[config.mk]
export PLATFORM = sky130hd
export DESIGN_NAME = pll_unlock_watch
export DESIGN_NICKNAME = d
export VERILOG_FILES = /design/src/rtl/ulw_pkg.sv /design/src/rtl/ulw_width_meter.sv /design/src/rtl/ulw_ext_timer.sv /design/src/rtl/pll_unlock_watch.sv
export SDC_FILE = /design/constraint.sdc
export NUM_CORES = 1
export LEC_CHECK = 0
export ABC_CLOCK_PERIOD_IN_PS = 800
export BUFFER_PORTS_ARGS = -buffer_cell sky130_fd_sc_hd__buf_2
export CORE_MARGIN = 2
export CORE_UTILIZATION = 30
export DETAILED_ROUTE_END_ITERATION = 16
export PLACE_DENSITY_LB_ADDON = 0.3
export SLEW_MARGIN = 15
export SYNTH_ARGS = -nofsm -noshare
export SYNTH_HDL_FRONTEND = slang
export SYNTH_SLANG_ARGS = --single-unit
[constraint.sdc]
create_clock -name clk -period 0.8 [get_ports clk]
set_input_delay 0.2 -clock clk [delete_from_list [all_inputs] [get_ports clk]]
set_output_delay 0.2 -clock clk [all_outputs]
set_load 0.05 [all_outputs]
[src/rtl/ulw_pkg.sv]
package ulw_pkg;
  typedef enum logic [1:0] {
    UL_STOP   = 2'b00,
    UL_PASS   = 2'b01,
    UL_NARROW = 2'b10,
    UL_WIDE   = 2'b11
  } ul_mode_e;
endpackage

[src/rtl/ulw_width_meter.sv]
module ulw_width_meter #(
  parameter int THR_NARROW = 4,
  parameter int THR_WIDE   = 8
) (
  input  logic clk,
  input  logic rst_n,
  input  logic en,
  input  logic err,
  input  logic wide_sel,
  output logic viol
);
  localparam int CW = $clog2(THR_WIDE + 2);
  localparam logic [CW-1:0] RUN_MAX = {CW{1'b1}};
  localparam logic [CW-1:0] LIM_N = CW'(THR_NARROW);
  localparam logic [CW-1:0] LIM_W = CW'(THR_WIDE);

  logic [CW-1:0] run_q, run_d, lim;
  logic          run_ce;

  always_comb begin
    lim = wide_sel ? LIM_W : LIM_N;
    // current cycle is high cycle number run_q+1
    viol = en && err && (run_q >= lim);
  end

  always_comb begin
    run_d  = run_q;
    run_ce = 1'b0;
    if (!en || !err) begin
      run_ce = (run_q != '0);
      run_d  = '0;
    end else if (run_q != RUN_MAX) begin
      run_ce = 1'b1;
      run_d  = run_q + 1'b1;
    end
  end

  always_ff @(posedge clk or negedge rst_n) begin
    if (!rst_n)      run_q <= '0;
    else if (run_ce) run_q <= run_d;
  end
endmodule

[src/rtl/ulw_ext_timer.sv]
module ulw_ext_timer #(
  parameter int EXT_TICKS = 2
) (
  input  logic clk,
  input  logic rst_n,
  input  logic en,
  input  logic viol,
  input  logic tick,
  output logic hold
);
  localparam int TW = $clog2(EXT_TICKS + 1);
  localparam logic [TW-1:0] LAST = TW'(EXT_TICKS - 1);

  logic          hold_q, hold_d;
  logic [TW-1:0] tcnt_q, tcnt_d;
  logic          ce;

  always_comb begin
    hold_d = hold_q;
    tcnt_d = tcnt_q;
    ce     = 1'b0;
    if (!en) begin
      ce     = hold_q || (tcnt_q != '0);
      hold_d = 1'b0;
      tcnt_d = '0;
    end else if (viol) begin
      ce     = 1'b1;
      hold_d = 1'b1;
      tcnt_d = '0;
    end else if (hold_q && tick) begin
      ce = 1'b1;
      if (tcnt_q == LAST) begin
        hold_d = 1'b0;
        tcnt_d = '0;
      end else begin
        tcnt_d = tcnt_q + 1'b1;
      end
    end
  end

  always_ff @(posedge clk or negedge rst_n) begin
    if (!rst_n) begin
      hold_q <= 1'b0;
      tcnt_q <= '0;
    end else if (ce) begin
      hold_q <= hold_d;
      tcnt_q <= tcnt_d;
    end
  end

  assign hold = hold_q;
endmodule

[src/rtl/pll_unlock_watch.sv]
module pll_unlock_watch #(
  parameter int THR_NARROW = 4,
  parameter int THR_WIDE   = 8,
  parameter int EXT_TICKS  = 2
) (
  input  logic       clk,
  input  logic       rst_n,
  input  logic       up_err,
  input  logic       dn_err,
  input  logic       ms_tick,
  input  logic [1:0] mode,
  output logic       unlock_n
);
  import ulw_pkg::*;

  logic [1:0] rsync_q;
  logic       rst_int_n;
  logic       err, det_en, viol, hold;
  ul_mode_e   md;

  always_ff @(posedge clk or negedge rst_n) begin
    if (!rst_n) rsync_q <= 2'b00;
    else        rsync_q <= {rsync_q[0], 1'b1};
  end
  assign rst_int_n = rsync_q[1];

  assign err    = up_err | dn_err;
  assign md     = ul_mode_e'(mode);
  assign det_en = (md == UL_NARROW) || (md == UL_WIDE);

  ulw_width_meter #(.THR_NARROW(THR_NARROW), .THR_WIDE(THR_WIDE)) u_meter (
    .clk(clk), .rst_n(rst_int_n), .en(det_en), .err(err),
    .wide_sel(md == UL_WIDE), .viol(viol)
  );

  ulw_ext_timer #(.EXT_TICKS(EXT_TICKS)) u_ext (
    .clk(clk), .rst_n(rst_int_n), .en(det_en), .viol(viol),
    .tick(ms_tick), .hold(hold)
  );

  always_comb begin
    unique case (md)
      UL_STOP:  unlock_n = 1'b1;
      UL_PASS:  unlock_n = ~err;
      default:  unlock_n = ~hold;
    endcase
  end
endmodule

==> results of run 1 <==
synthesized netlist by cell type:
| cell | number |
|---|---|
| dfrtp_1 | 9 |
| nand2_1 | 6 |
| nor2_1 | 5 |
| ha_1 | 4 |
| inv_1 | 4 |
| nand3_1 | 2 |
| nor3b_1 | 2 |
| o21ai_0 | 2 |
| a211oi_1 | 1 |
| a21boi_0 | 1 |
| a21o_1 | 1 |
| a21oi_1 | 1 |
| a31oi_1 | 1 |
| conb_1 | 1 |
| mux2i_1 | 1 |
| nor3_1 | 1 |
| nor4_1 | 1 |
| o211ai_1 | 1 |
| o21ai_2 | 1 |
| o21ba_2 | 1 |
| o2bb2ai_1 | 1 |
| o311ai_0 | 1 |
| or3b_1 | 1 |
| xor2_1 | 1 |
critical path, cell delays in order, from the launching register on:
cell and delay [ns]:
dfrtp_1 0.40, inv_2 0.08, ha_4 0.13, or3b_4 0.38, mux2i_4 0.15, o2bb2ai_1 0.13
what timing repair did:
item / in CTS / in global routing
setup buffers: 1 / 1
endpoints found under the hold margin: 2 / 0
pin swaps: 4 / 4
endpoints found under the setup margin: 8 / 8
resized for setup: 7 / 7
hold buffers: 1 / 0
metal layers:
layer | vias to the layer above | global-route usage, % | wire [um]
met5 | - | 0 | 0
li1 | 226 | - | -
met3 | 0 | 7.35 | 65
met2 | 10 | 23.2 | 500
met1 | 210 | 15.8 | 475
met4 | 0 | 0 | 0
power groups by stage:
stage               Combinational [uW]  Sequential (uW)  Clock (uW)
finish                             741              573         359
global route                       819              582         404
CTS                                619              573         377
detailed placement                 523              571           0
global placement                   503              571           0
floorplan                          272              593           0
area by class of cell:
class / count / area [um^2]
Fill cell: 143 / 778
Multi-Input combinational cell: 37 / 300
Sequential cell: 9 / 225
Timing Repair Buffer: 20 / 141
Clock buffer: 4 / 26.3
Tap cell: 16 / 20.0
Inverter: 4 / 15.0
registers in the layout, indices dropped and copies added, names as in the netlist:
signal,flops
u_ext.tcnt_q,2
rsync_q,2
u_meter.run_q,4
u_ext.hold,1
stage by stage:
stage	TNS (ns)	cell area (um^2)	std cells
after floorplan	-3.05	490	50
after global placement	-3.56	628	84
after detailed placement	-3.70	628	84
after CTS	-3.68	693	90
after global routing	-4.16	728	90
final	-3.51	728	90
final timing paths:
path	start	end	slack (ns)
setup / recovery	u_meter.run_q[1]	u_meter.run_q[1]	-0.54
min in group clk	ms_tick	u_ext.tcnt_q[1]	0.23
max in group asynchronous	rsync_q[1]	u_meter.run_q[0]	0.43
setup reg to reg	u_meter.run_q[1]	u_meter.run_q[1]	-0.54
hold / removal	rsync_q[1]	u_ext.tcnt_q[0]	0.12
hold reg to reg	rsync_q[1]	u_ext.tcnt_q[0]	0.12
cell families (layout without fill, tap and decap cells):
kind of cell | count (synthesis) | count (layout) | share of synthesized area, %
and+or+nand+nor | 18 | 18 | 17.7
adders and majority gates | 4 | 4 | 10.3
muxes | 1 | 1 | 2.06
buffers and inverters | 4 | 28 | 3.08
xor gates and xnor gates | 1 | 1 | 1.80
AOI/OAI and AO/OA | 12 | 12 | 18.0
DFF | 9 | 9 | 46.3
other | 1 | 1 | 0.770
==> metrics, run 1 <==
status=finished, violations left; failing checks=negative setup slack; Ys Warns=0; Final WS setup=-0.536 ns; Net Sw Power=roughly 560 uW; hold_ws=between 0.1 and 0.15 ns; Cells after Synth=50; pwr/cell area=~2300 nW/um^2; floorplan core area=between 1500 and 2000 um^2; commonest non-fill, non-tap cell in the layout=buf_4; largest area contributor in the netlist=dfrtp_1; clock-pin slew on the worst setup and hold paths=0.07 ns; total gr overflow=0; post-layout util=48.3%; Startpoint Class=register; CP required=1.00 ns; Seq pwr share=between 30% and 40%; cell internal pwr=1120 uW; sequential area share after synthesis=between 40% and 50%; final total power=1670 uW; number of global-route vias before repair=~450; Clk network pwr share=between 20 and 25%; R2R cell count=5; die area=between 1500 and 2000 um^2; Remaining DRCs=0; Worst VDD drop=approximately 1.2 mV; Logic pwr share=about 44%; Die H=between 40 and 50 um; number of I/O port buffers=7; Distinct cells, synth=24; first-pass GRT wire length=1880 um; share of cells above drive strength 1=between 40 and 50%; CTS tree=built; Hold WC Path Type=reg -> async; clk_lat worst skew=0.26 ns; Final Wtd Congestion=between 0.7 and 0.8; 1st-pass router iterations=4; flops & latches, synth=9; Post-Syn Nets=61; ant diodes=0; Leak=~0.00034 uW; Post-Syn Area=slightly below 500 um^2; maxcap violations=0; Synth-to-Final Area Change=49.6%; clock skew=roughly 0.01 ns; Sw Ratio=33.2%; Die X=between 40 and 50 um; kind of critical path=reg -> reg; most frequent cells in the layout=12 x buf_4, 9 x dfrtp_1, 6 x nand2_1, 6 x buf_2, 5 x nor2_1; CTS Buf Count=3; Root Driver=clkbuf_4; HPWL Detailed=~790 um; htree depth=1; max-slew violation count=0; post-route minimum period=1.34 ns; Max Fclk=about 750 MHz; initial antenna violation count=0; Place WS=-0.575 ns; Vias/cell=4.96; Setup-failing EPs final=8; Cell Rows=14; TritonCTS Sinks=9; clock tree buffer depth=2; top cells by area, synth=dfrtp_1 46%, ha_1 10%, nand2_1 4.6%, nor2_1 3.9%, inv_1 3.1%; Nets=86; RSZ-0062 raised after global routing=yes; initial core utilization=roughly a third; Crit. End Element=register; final wirelength=between 1000 and 1500 um; mean post-synth cell area=approximately 9.7 um^2; Final Hold Fails=0; I/O pins=8; worst-path maximum fanout=2; GRT Overall Usage=13.5%; crit share post-route=167%; crit path DAT=1.53 ns; DR vias=~450; area share of the largest cell type after synthesis=between 40% and 50%; initial drt markers=5; Routed WL per cell=11.6 um; largest net degree at the start of global routing=8; DRT antenna net count=0
(Power assumes the default switching activity.)
==> run 2: changes to the inputs <==
Settings changed: ABC_CLOCK_PERIOD_IN_PS 800 to 1300.
Clock period 0.8 ns to 1.3 ns, I/O delays scaled along.
==> metrics, run 2 (same netlist as run 1, synthesis figures left out) <==
crit share post-route=103% (-64 points); CP peak stage delay=0.39 ns (about the same); TritonCTS Sinks=9 (unchanged); Worst path slowest cell=dfrtp_1; Leak=0.000355 uW (+5.7%); initial drt markers=1 (-4); CTS tree=built; Vias/cell=4.71 (-5.0%); Die X=44.3 um (unchanged); number of I/O port buffers=7 (unchanged); Top Registers=u_meter.run_q (4), rsync_q (2), u_ext.tcnt_q (2); critical path, cell by cell=inv_2, ha_4, or3b_1, mux2i_1, o2bb2ai_1; Clk network pwr share=21.1% (-0.4 points); 1st-pass router iterations=3 (-1); ant diodes=0 (unchanged); cell internal pwr=681 uW (-39%); Synth-to-Final Area Change=53.0%; setup TNS=-0.0676 ns (+3.45 ns); HPWL Detailed=780 um (-1.2%); RSZ-0062 raised after global routing=yes; total gr overflow=0 (unchanged); Most flops, register=u_meter.run_q; R2R cell count=5 (unchanged); share of cells above drive strength 1=48.1% (+3.5 points); Seq pwr share=35.6% (+1.4 points); clock tree buffer depth=2 (unchanged); worst-path maximum fanout=2 (unchanged); FILL cells=139 (-2.8%); register area=225 um^2 (unchanged); maxcap violations=0 (unchanged); Final Wtd Congestion=0.760 (-4.7%); initial antenna violation count=0 (unchanged); Routed WL per cell=11.0 um (-4.7%); critical path's top delay family=flip-flops; Worst VDD drop=0.762 mV (-34%); CTS Buf Count=3 (unchanged); post-layout util=49.4% (+1.1 points); Final WS setup=-0.0448 ns (+0.491 ns); status=finished, violations left; htree depth=1 (unchanged); final wirelength=1030 um (-1.5%); DRT antenna net count=0 (unchanged); commonest non-fill, non-tap cell in the layout=buf_4; clk_lat worst skew=0.25 ns (about the same); clock skew=0.00526 ns (-0.00469 ns); Nets=89 (+3.5%); Crit. End Element=register; Die H=44.3 um (unchanged); Net Sw Power=314 uW (-43%); Remaining DRCs=0 (unchanged); Max Fclk=744 MHz (-0.63%); hold_ws=0.113 ns (-0.0105 ns); failing checks=negative setup slack; multi-input logic area=294 um^2 (-2.1%); number of global-route vias before repair=424 (-5.1%); die area=1960 um^2 (unchanged); Sw Ratio=31.6% (-1.6 points); most frequent cells in the layout=15 x buf_4, 9 x dfrtp_1, 6 x nand2_1, 6 x buf_2, 4 x nor2_1; Final Hold Fails=0 (unchanged); pwr/cell area=1340 nW/um^2 (-42%); Logic pwr share=43.4% (-0.9 points); first-pass GRT wire length=1670 um (-11%); Root Driver=clkbuf_4; Startpoint Class=register; worst reg2reg path startpoint=u_meter.run_q[1]; Reg2Reg Capture Point=u_meter.run_q[1]; worst path bufs/invs=1 (unchanged); largest net degree at the start of global routing=8 (unchanged); kind of critical path=reg -> reg; max-slew violation count=0 (unchanged); initial core utilization=32.3% (unchanged); CP required=1.47 ns (+0.47 ns); Hold WC Path Type=reg -> async; R2R Setup Slk=-0.04 ns (+0.49 ns); max reg flops=4 (unchanged); DR vias=438 (-1.8%); Setup-failing EPs final=3 (-5); I/O pins=8 (unchanged); clock-pin slew on the worst setup and hold paths=0.06 ns (about the same); floorplan core area=1510 um^2 (unchanged); post-route minimum period=1.34 ns (+0.00853 ns); GRT Overall Usage=11.8% (-1.7 points); crit path DAT=1.52 ns (about the same); Cell Rows=14 (unchanged)
## run 2: final cells by class
cell class | instances | share of cell area [%]
multi-input combinational | 37 | 39.5
sequential | 9 | 30.3
timing repair buffer | 23 | 22.0
clock buffer | 4 | 3.53
tap | 16 | 2.69
inverter | 4 | 2.02
## run 2: how the worst max path moves through the flow
stage / start / endpoint / slack, ns / cells after the start
4_1_cts: u_meter.run_q[0] / u_meter.run_q[1] / -0.05 / 5
3_5_place_dp: mode[1] / unlock_n / -0.1 / 5
3_3_place_gp: mode[1] / unlock_n / -0.1 / 5
2_1_floorplan: u_meter.run_q[0] / u_meter.run_q[1] / -0.002 / 5
5_1_grt: u_meter.run_q[1] / u_meter.run_q[1] / -0.15 / 5
6_report: u_meter.run_q[1] / u_meter.run_q[1] / -0.04 / 5
## run 2: power groups by stage
stage	clock, uW	combinational (uW)	sequential [uW]
after floorplan	0	167	365
after global placement	0	299	354
after detailed placement	0	299	356
after CTS	224	380	356
after global routing	242	487	361
final	210	432	354
## run 2: stage by stage
step	worst slack [ns]	cell area [um^2]	instances	total power, uW
after floorplan	-0.00215	490	50	532
after global placement	-0.0953	628	84	653
after detailed placement	-0.0967	628	84	655
after CTS	-0.0520	703	91	959
after global routing	-0.148	744	93	1090
final	-0.0448	744	93	995
## run 2: metal layers
layer / up-vias / wire length (um) / track usage [%] / part of all wire (%)
met5: - / 0 / 0 / 0
li1: 232 / - / - / -
met1: 199 / 477 / 13.6 / 47
met3: 0 / 36 / 6.12 / 3.5
met4: 0 / 0 / 0 / 0
met2: 7 / 510 / 20.9 / 50
## run 2: repair_timing
| action | in CTS | in global routing |
|---|---|---|
| buffers inserted | 2 | 2 |
| pin swaps | 2 | 4 |
| setup endpoints to repair | 5 | 6 |
| endpoints found under the hold margin | 2 | 0 |
| gates resized for setup | 8 | 6 |
| hold buffers | 1 | 0 |
